### src/rtl/pag_pkg.sv
package pag_pkg;
  // Two bitmap bytes cover any shifted mask of up to 4 + 7 = 11 bits.
  localparam int MAP_W   = 16;
  localparam int SHIFT_W = 3;

  typedef enum logic [1:0] {
    ST_IDLE     = 2'd0,
    ST_READ_PTR = 2'd1,
    ST_READ_MAP = 2'd2,
    ST_DONE     = 2'd3
  } pag_state_e;
endpackage

### src/rtl/pag_mask_gen.sv
module pag_mask_gen
  import pag_pkg::*;
(
  input  logic [1:0]         width,
  input  logic [SHIFT_W-1:0] shift,
  output logic [MAP_W-1:0]   mask
);
  localparam int BASE_W = 4;

  logic [BASE_W-1:0] base_mask;

  always_comb begin
    unique case (width)
      2'd0:    base_mask = 4'b0001;
      2'd1:    base_mask = 4'b0011;
      default: base_mask = 4'b1111;
    endcase
  end

  assign mask = {{(MAP_W-BASE_W){1'b0}}, base_mask} << shift;
endmodule

### src/rtl/pag_addr_gen.sv
module pag_addr_gen #(
  parameter int ADDR_W     = 32,
  parameter int PORT_W     = 16,
  parameter int PTR_W      = 16,
  parameter int PTR_OFFSET = 66
) (
  input  logic              sel_ptr,
  input  logic [ADDR_W-1:0] base,
  input  logic [PTR_W-1:0]  ptr,
  input  logic [PORT_W-1:0] port,
  output logic [ADDR_W-1:0] addr
);
  localparam int BYTE_SHIFT = 3;

  logic [ADDR_W-1:0] ptr_addr;
  logic [ADDR_W-1:0] map_addr;

  assign ptr_addr = base + ADDR_W'(PTR_OFFSET);
  assign map_addr = ADDR_W'(ptr) + ADDR_W'(port >> BYTE_SHIFT);
  assign addr     = sel_ptr ? ptr_addr : map_addr;
endmodule

### src/rtl/pag_ctrl.sv
module pag_ctrl
  import pag_pkg::*;
#(
  parameter int ADDR_W = 32,
  parameter int PORT_W = 16
) (
  input  logic              clk,
  input  logic              rst_n,
  input  logic              req_valid,
  input  logic [PORT_W-1:0] req_port,
  input  logic [1:0]        req_width,
  input  logic              req_legacy,
  input  logic [ADDR_W-1:0] req_base,
  input  logic              mem_ready,
  input  logic [MAP_W-1:0]  mem_rdata,
  input  logic [MAP_W-1:0]  mask,
  output pag_state_e        state,
  output logic [PORT_W-1:0] port_q,
  output logic [1:0]        width_q,
  output logic [ADDR_W-1:0] base_q,
  output logic [MAP_W-1:0]  ptr_q,
  output logic              allowed_q
);
  pag_state_e state_q, state_d;
  logic       accept_en;
  logic       ptr_en;
  logic       res_en;
  logic       res_d;

  always_comb begin
    state_d   = state_q;
    accept_en = 1'b0;
    ptr_en    = 1'b0;
    res_en    = 1'b0;
    res_d     = 1'b0;
    unique case (state_q)
      ST_IDLE: begin
        if (req_valid) begin
          accept_en = 1'b1;
          if (req_legacy) begin
            res_en  = 1'b1;
            state_d = ST_DONE;
          end else begin
            state_d = ST_READ_PTR;
          end
        end
      end
      ST_READ_PTR: begin
        if (mem_ready) begin
          ptr_en  = 1'b1;
          state_d = ST_READ_MAP;
        end
      end
      ST_READ_MAP: begin
        if (mem_ready) begin
          res_en  = 1'b1;
          res_d   = ((mem_rdata & mask) == '0);
          state_d = ST_DONE;
        end
      end
      default: state_d = ST_IDLE;
    endcase
  end

  always_ff @(posedge clk or negedge rst_n) begin
    if (!rst_n) state_q <= ST_IDLE;
    else        state_q <= state_d;
  end

  always_ff @(posedge clk or negedge rst_n) begin
    if (!rst_n) begin
      port_q  <= '0;
      width_q <= '0;
      base_q  <= '0;
    end else if (accept_en) begin
      port_q  <= req_port;
      width_q <= req_width;
      base_q  <= req_base;
    end
  end

  always_ff @(posedge clk or negedge rst_n) begin
    if (!rst_n)      ptr_q <= '0;
    else if (ptr_en) ptr_q <= mem_rdata;
  end

  always_ff @(posedge clk or negedge rst_n) begin
    if (!rst_n)      allowed_q <= 1'b0;
    else if (res_en) allowed_q <= res_d;
  end

  assign state = state_q;
endmodule

### src/rtl/port_access_gate.sv
module port_access_gate
  import pag_pkg::*;
#(
  parameter int ADDR_W     = 32,
  parameter int PORT_W     = 16,
  parameter int PTR_OFFSET = 66
) (
  input  logic              clk,
  input  logic              rst_n,
  input  logic              req_valid,
  input  logic [PORT_W-1:0] req_port,
  input  logic [1:0]        req_width,
  input  logic              req_legacy,
  input  logic [ADDR_W-1:0] req_base,
  output logic              mem_req,
  output logic [ADDR_W-1:0] mem_addr,
  input  logic              mem_ready,
  input  logic [MAP_W-1:0]  mem_rdata,
  output logic              done,
  output logic              allowed
);
  logic [1:0]        rst_pipe;
  logic              rst_sync_n;
  pag_state_e        state;
  logic [PORT_W-1:0] port_q;
  logic [1:0]        width_q;
  logic [ADDR_W-1:0] base_q;
  logic [MAP_W-1:0]  ptr_q;
  logic [MAP_W-1:0]  mask;
  logic              allowed_q;

  // Reset asserts at once, releases on the clock.
  always_ff @(posedge clk or negedge rst_n) begin
    if (!rst_n) rst_pipe <= '0;
    else        rst_pipe <= {rst_pipe[0], 1'b1};
  end
  assign rst_sync_n = rst_pipe[1];

  pag_ctrl #(
    .ADDR_W (ADDR_W),
    .PORT_W (PORT_W)
  ) u_ctrl (
    .clk        (clk),
    .rst_n      (rst_sync_n),
    .req_valid  (req_valid),
    .req_port   (req_port),
    .req_width  (req_width),
    .req_legacy (req_legacy),
    .req_base   (req_base),
    .mem_ready  (mem_ready),
    .mem_rdata  (mem_rdata),
    .mask       (mask),
    .state      (state),
    .port_q     (port_q),
    .width_q    (width_q),
    .base_q     (base_q),
    .ptr_q      (ptr_q),
    .allowed_q  (allowed_q)
  );

  pag_mask_gen u_mask (
    .width (width_q),
    .shift (port_q[SHIFT_W-1:0]),
    .mask  (mask)
  );

  pag_addr_gen #(
    .ADDR_W     (ADDR_W),
    .PORT_W     (PORT_W),
    .PTR_W      (MAP_W),
    .PTR_OFFSET (PTR_OFFSET)
  ) u_addr (
    .sel_ptr (state == ST_READ_PTR),
    .base    (base_q),
    .ptr     (ptr_q),
    .port    (port_q),
    .addr    (mem_addr)
  );

  assign mem_req = (state == ST_READ_PTR) || (state == ST_READ_MAP);
  assign done    = (state == ST_DONE);
  assign allowed = allowed_q;
endmodule

### config.mk
export PLATFORM = sky130hd
export DESIGN_NAME = port_access_gate
export DESIGN_NICKNAME = d
export VERILOG_FILES = /design/src/rtl/pag_pkg.sv /design/src/rtl/pag_mask_gen.sv /design/src/rtl/pag_addr_gen.sv /design/src/rtl/pag_ctrl.sv /design/src/rtl/port_access_gate.sv
export SDC_FILE = /design/constraint.sdc
export NUM_CORES = 1
export LEC_CHECK = 0
export ABC_CLOCK_PERIOD_IN_PS = 2100
export CAP_MARGIN = 20
export CORE_MARGIN = 2
export CORE_UTILIZATION = 40
export DETAILED_ROUTE_END_ITERATION = 8
export PLACE_DENSITY = 0.73
export RECOVER_POWER = 25
export SLEW_MARGIN = 20
export SYNTH_ARGS = -nofsm -noshare
export SYNTH_HDL_FRONTEND = slang
export SYNTH_SLANG_ARGS = --single-unit
### constraint.sdc
create_clock -name clk -period 2.1 [get_ports clk]
set_input_delay 0.21 -clock clk [delete_from_list [all_inputs] [get_ports clk]]
set_output_delay 0.21 -clock clk [all_outputs]
set_load 0.01 [all_outputs]
==> results of run 1 <==
## stage by stage
step | hold WS (ps) | setup WS [ps] | TNS [ps]
floorplan | -85.59 | -3.926 | -3.926
global placement | 250.0 | -624.0 | -9014
detailed placement | 248.8 | -670.4 | -10380
CTS | 13.56 | -561.5 | -7875
global route | 76.08 | -669.3 | -11160
finish | 88.71 | -579.9 | -8424
## layer usage
metal	share of wire [%]	global-route usage [%]	wire [µm]
met1	42	25.08	5154
met2	50	37.22	6068
met3	5.7	4.543	689
met4	2.0	6.148	238
met5	0	0	0
## Yosys cell counts (9+ instances only)
cell / number / area, µm²
and2_1: 15 / 93.84
inv_1: 9 / 33.78
nand2_1: 40 / 150.1
xnor2_1: 21 / 183.9
dfrtp_1: 71 / 1777
nor2_1: 13 / 48.80
a21oi_1: 20 / 100.1
o21ai_0: 22 / 110.1
xor2_1: 11 / 96.34
nand3_1: 15 / 75.07
ha_1: 18 / 225.2
mux2_2: 68 / 765.7
## final cells by class
type	instances	area (µm²)	share of cell area, %
multi-input combinational	334	2836	41.91
sequential	71	1778	26.27
timing repair buffer	208	1759	25.99
tap	140	175.2	2.588
clock buffer	10	137.6	2.034
clock inverter	4	47.55	0.7025
inverter	9	33.78	0.4992
## worst max-delay path: cells and delay by family, from the launching register on
kind                       cells  cell delay [ps]
buffers and inverters          4              500
DFF                            1              390
AOI/OAI and AO/OA              4              570
muxes                          1              290
and+or+nand+nor                1              160
adders and majority gates      1              200
## sequential cells by signal, indices dropped and copies added (netlist names)
signal	count
u_ctrl.base_q	32
u_ctrl.port_q	16
u_ctrl.ptr_q	16
rst_pipe	2
u_ctrl.state	2
u_ctrl.width_q	2
u_ctrl.allowed_q	1
## path summary, 6_finish.rpt
path | startpoint | to
setup / recovery | u_ctrl.port_q[3] | mem_addr[15]
hold / removal | rst_n | rst_pipe[0]
setup reg to reg | u_ctrl.state[0] | u_ctrl.base_q[9]
hold reg to reg | rst_pipe[1] | u_ctrl.port_q[14]
max in group asynchronous | rst_pipe[1] | u_ctrl.base_q[4]
min in group clk | rst_pipe[0] | rst_pipe[1]
## repair_timing
item / 4_1_cts / 5_1_grt
pin swaps: 43 / 33
gates resized for setup: 179 / 24
buffers inserted: 24 / 12
setup endpoints to repair: 32 / 31
## cells by family (layout without fill, tap and decap cells)
| family | Yosys count | count (layout) | share of synthesized area [%] |
|---|---|---|---|
| other | 1 | 1 | 0.08476 |
| AOI/OAI and AO/OA | 79 | 79 | 11.57 |
| adders and majority gates | 19 | 19 | 5.543 |
| buffers and inverters | 27 | 231 | 2.432 |
| and+or+nand+nor | 133 | 133 | 16.12 |
| DFF | 71 | 71 | 40.16 |
| xor gates and xnor gates | 32 | 32 | 6.335 |
| muxes | 70 | 70 | 17.76 |
## power breakdown
group | switching, mW | leakage (nW) | internal (mW)
Clock | 0.504 | 0.0940 | 0.563
Combinational | 3.97 | 2.05 | 4.57
Sequential | 0.602 | 0.838 | 2.05
Total | 5.08 | 2.98 | 7.18
==> run summary, run 1 <==
Ys Warns = 0
status = finished, violations left
r2r worst-path depth = 6
CP max stage delay = 390 ps
number of enable flip-flop cells after synthesis = 0
Inserted Clock Buffers = 9
root buffer cell = clkbuf_8
commonest non-fill, non-tap cells in the layout = 84 x buf_4, 72 x clkdlybuf4s50_1, 70 x dfrtp_1
Post-synth top flop = dfrtp_1
asr flop ratio synth = 100.0%
Slew headroom = 37.20%
DRC violations left = 0
first-pass GRT wire length = 19530 µm
Layout Area Growth over Synthesis = 52.97%
crit share post-route = 127.6%
Clock Skews = 8.227 ps
most common cell after layout, fill and taps aside = buf_4
Overflow after GRT = 0
I/O Pins = 106
Fin. Hold Viols = 0
Least-Margin Pin Slew = 942.0 ps
Die Width = 109.2 µm
Die H = 109.2 µm
sequential share of the synthesized area = 40.16%
All-Layer GR Usage = 20.84%
CTS Hold Bufs = 0
Max VDD drop = 0.001012 V
RSZ-0062 raised after global routing = yes
WP data required = 1890 ps
largest net degree at the start of global routing = 45
#FFs+latches synth = 71
routed vias/inst = 5.191
CTS tree = built
worst-path fanout max = 4
Synth Instances = 432
worst-path cell chain = ha_2 -> buf_4 -> buf_4 -> a21o_1 -> a21oi_2 -> o211ai_1 -> nand2_2 -> buf_6 -> mux2_4 -> a21oi_2 -> buf_2
H-tree levels = 3
Routed wire per std cell = 15.66 µm
Reg2Reg Setup Slack = 240 ps
final worst-path setup slack = -579.9 ps
remaining antenna violation count = 0
Core Box Area = 0.01079 mm²
Die ar. = 0.01192 mm²
maxcap violations = 0
vias in the first global route = 4205
routed wire length = 12150 µm
Sink Count = 71
synth unique cells = 54
total number of vias = 4028
share of post-route cells with drive strength above 1 = 42.61%
Final Net Count = 723
Worst-Skew Late Latency = 350 ps
IO Port Bufs = 105
Antenna Cells = 0
Initial Utilization = 40.99%
Design Power = 12.26 mW
Syn Nets = 522
max-slew violations = 0
fillers = 860
HP Class = in -> async
Avg Cell Area, Syn = 10.24 µm²
LEAKAGE = 2.978 nW
DRT iter0 DRCs = 229
DP Cell Count = 733
post-synthesis cell area = 0.004424 mm²
Layout Cells excl Fill = 776
first-pass iteration count of the detailed router = 4
initial antenna violation count = 0
Final setup viols = 29
FMAX = 373.2 MHz
Setup crit start kind = flop
Clock Pin Slew Worst Setup and Hold Paths = 70 ps
Power Dens Cells = 1812 mW/mm²
Crit Path Category = reg -> out
arrival time at the worst endpoint = 2470 ps
post-route minimum period = 2680 ps
routability cong. = 0.8331
HPWL Detailed = 8631 µm
final instance area = 0.006768 mm²
placed inst area = 0.006211 mm²
violated checks = negative setup slack
Core Util, Final = 62.71%
CP endpoint kind = output port
slowest CP cell = dfrtp_1
clk buf depth = 2
row count = 38
Power figures use the tool's default switching activity.
==> inputs of run 2 (changes only) <==
- SKIP_LAST_GASP: not set -> 1
==> run 2 against run 1 <==
  * The flow still finishes with violations (negative setup slack)
  * Sequential power barely moved
  * Total power shrank 1.2%
  * Via count down 0.47%
  * Register-to-register slack hardly changed
  * Flip-flop and latch count unchanged
  * Setup slack better by 12 ps
  * Count of clock-buffer cells in the layout unchanged
  * Hold slack better by 0.67 ps
  * Combinational power shrank 2%
==> run summary, run 2 (synthesized netlist as in run 1, its figures left out) <==
Core Util, Final = 62.32%
row count = 38
most common cell after layout, fill and taps aside = buf_4
Inserted Clock Buffers = 9
IO Port Bufs = 105
Final Net Count = 722
RSZ-0062 raised after global routing = yes
Final setup viols = 28
max reg flops = 32
Layout Cells excl Fill = 775
Overflow after GRT = 0
clk buf depth = 2
Die ar. = 0.01192 mm²
Sink Count = 71
max-slew violations = 0
root buffer cell = clkbuf_8
first-pass GRT wire length = 19570 µm
total number of vias = 4009
placed inst area = 0.006211 mm²
CP max stage delay = 390 ps
LEAKAGE = 2.980 nW
initial antenna violation count = 0
routed wire length = 12130 µm
Least-Margin Pin Slew = 933.4 ps
CP endpoint kind = output port
Clock Pin Slew Worst Setup and Hold Paths = 70 ps
routed vias/inst = 5.173
Setup crit start kind = flop
post-route minimum period = 2668 ps
DRC violations left = 0
FMAX = 374.8 MHz
final worst-path setup slack = -567.8 ps
WP data required = 1890 ps
Largest regs = u_ctrl.base_q x32, u_ctrl.port_q x16, u_ctrl.ptr_q x16
worst-path fanout max = 4
Most flops, register = u_ctrl.base_q
DRT iter0 DRCs = 196
Antenna Cells = 0
Slew headroom = 37.77%
Core Box Area = 0.01079 mm²
HP Class = in -> async
Die Width = 109.2 µm
Die H = 109.2 µm
CTS tree = built
status = finished, violations left
worst-path cell chain = ha_2 -> buf_4 -> buf_4 -> a21o_1 -> a21oi_2 -> o211ai_1 -> nand2_2 -> buf_6 -> mux2_4 -> a21oi_2 -> buf_2
Fin. Hold Viols = 0
HPWL Detailed = 8631 µm
Routed wire per std cell = 15.65 µm
Clock Skews = 7.730 ps
slowest CP cell = dfrtp_1
All-Layer GR Usage = 20.88%
Final TNS setup = -8542 ps
Layout Area Growth over Synthesis = 52.04%
Max VDD drop = 0.001012 V
Crit Path Category = reg -> out
arrival time at the worst endpoint = 2460 ps
final instance area = 0.006726 mm²
crit share post-route = 127.0%
Power Dens Cells = 1800 mW/mm²
violated checks = negative setup slack
first-pass iteration count of the detailed router = 4
share of post-route cells with drive strength above 1 = 42.36%
Worst-Skew Late Latency = 350 ps
Initial Utilization = 40.99%
H-tree levels = 3
I/O Pins = 106
commonest non-fill, non-tap cells in the layout = 85 x buf_4, 72 x clkdlybuf4s50_1, 70 x dfrtp_1
vias in the first global route = 4207
routability cong. = 0.8331
DP Cell Count = 733
maxcap violations = 0
Setup WS pre-CTS = -670.4 ps
largest net degree at the start of global routing = 45
remaining antenna violation count = 0
[run 2: final cells by class]
type                    instances  area (µm²)
clock inverters                 4       47.55
well taps                     140       175.2
inverters                       9       33.78
clock buffers                  10       137.6
multi-input cells             334        2810
flip-flops and latches         71        1778
repair buffers                207        1744
fillers                       856        4066
[run 2: final timing paths]
check | slack (ps) | start | end | depth (start not counted)
max | -570 | u_ctrl.port_q[3] | mem_addr[15] | 11
min | 90 | rst_n | rst_pipe[0] | 1
max reg2reg | 240 | u_ctrl.state[0] | u_ctrl.base_q[22] | 6
min reg2reg | 290 | rst_pipe[1] | u_ctrl.port_q[14] | 1
max in group asynchronous | 1020 | rst_pipe[1] | u_ctrl.base_q[4] | 1
min in group clk | 350 | rst_pipe[0] | rst_pipe[1] | 0
[run 2: critical path, delay by kind of cell, from the launching register on]
| family | cells | cell delay [ps] |
|---|---|---|
| AO/OA/AOI/OAI | 4 | 560 |
| buffers and inverters | 4 | 500 |
| flip-flops | 1 | 390 |
| multiplexers | 1 | 290 |
| adder cells (fa/ha/maj) | 1 | 200 |
| AND/OR/NAND/NOR | 1 | 160 |
[run 2: repair_timing]
action,4_1_cts,5_1_grt
hold buffers,0,0
buffers inserted,24,9
pin swaps,42,41
setup endpoints to repair,32,31
resized for setup,172,26
[run 2: stage by stage]
stage / hold WS, ps / total power [mW]
3_3_place_gp: 250.0 / 10.24
6_report: 89.38 / 12.11
4_1_cts: 13.56 / 11.81
5_1_grt: 76.08 / 13.07
3_5_place_dp: 248.8 / 10.50
2_1_floorplan: -85.59 / 6.807
[run 2: power breakdown]
part / switching (mW) / leakage, nW / internal (mW)
combinational: 3.93 / 2.05 / 4.48
clock: 0.504 / 0.0940 / 0.563
sequential: 0.582 / 0.838 / 2.05
total: 5.01 / 2.98 / 7.10
[run 2: per-layer routing]
metal  GRT usage [%]  routed length [µm]
met3           4.543                 730
met2           37.27                6088
met1           25.16                5137
met4           6.148                 175
met5               0                   0
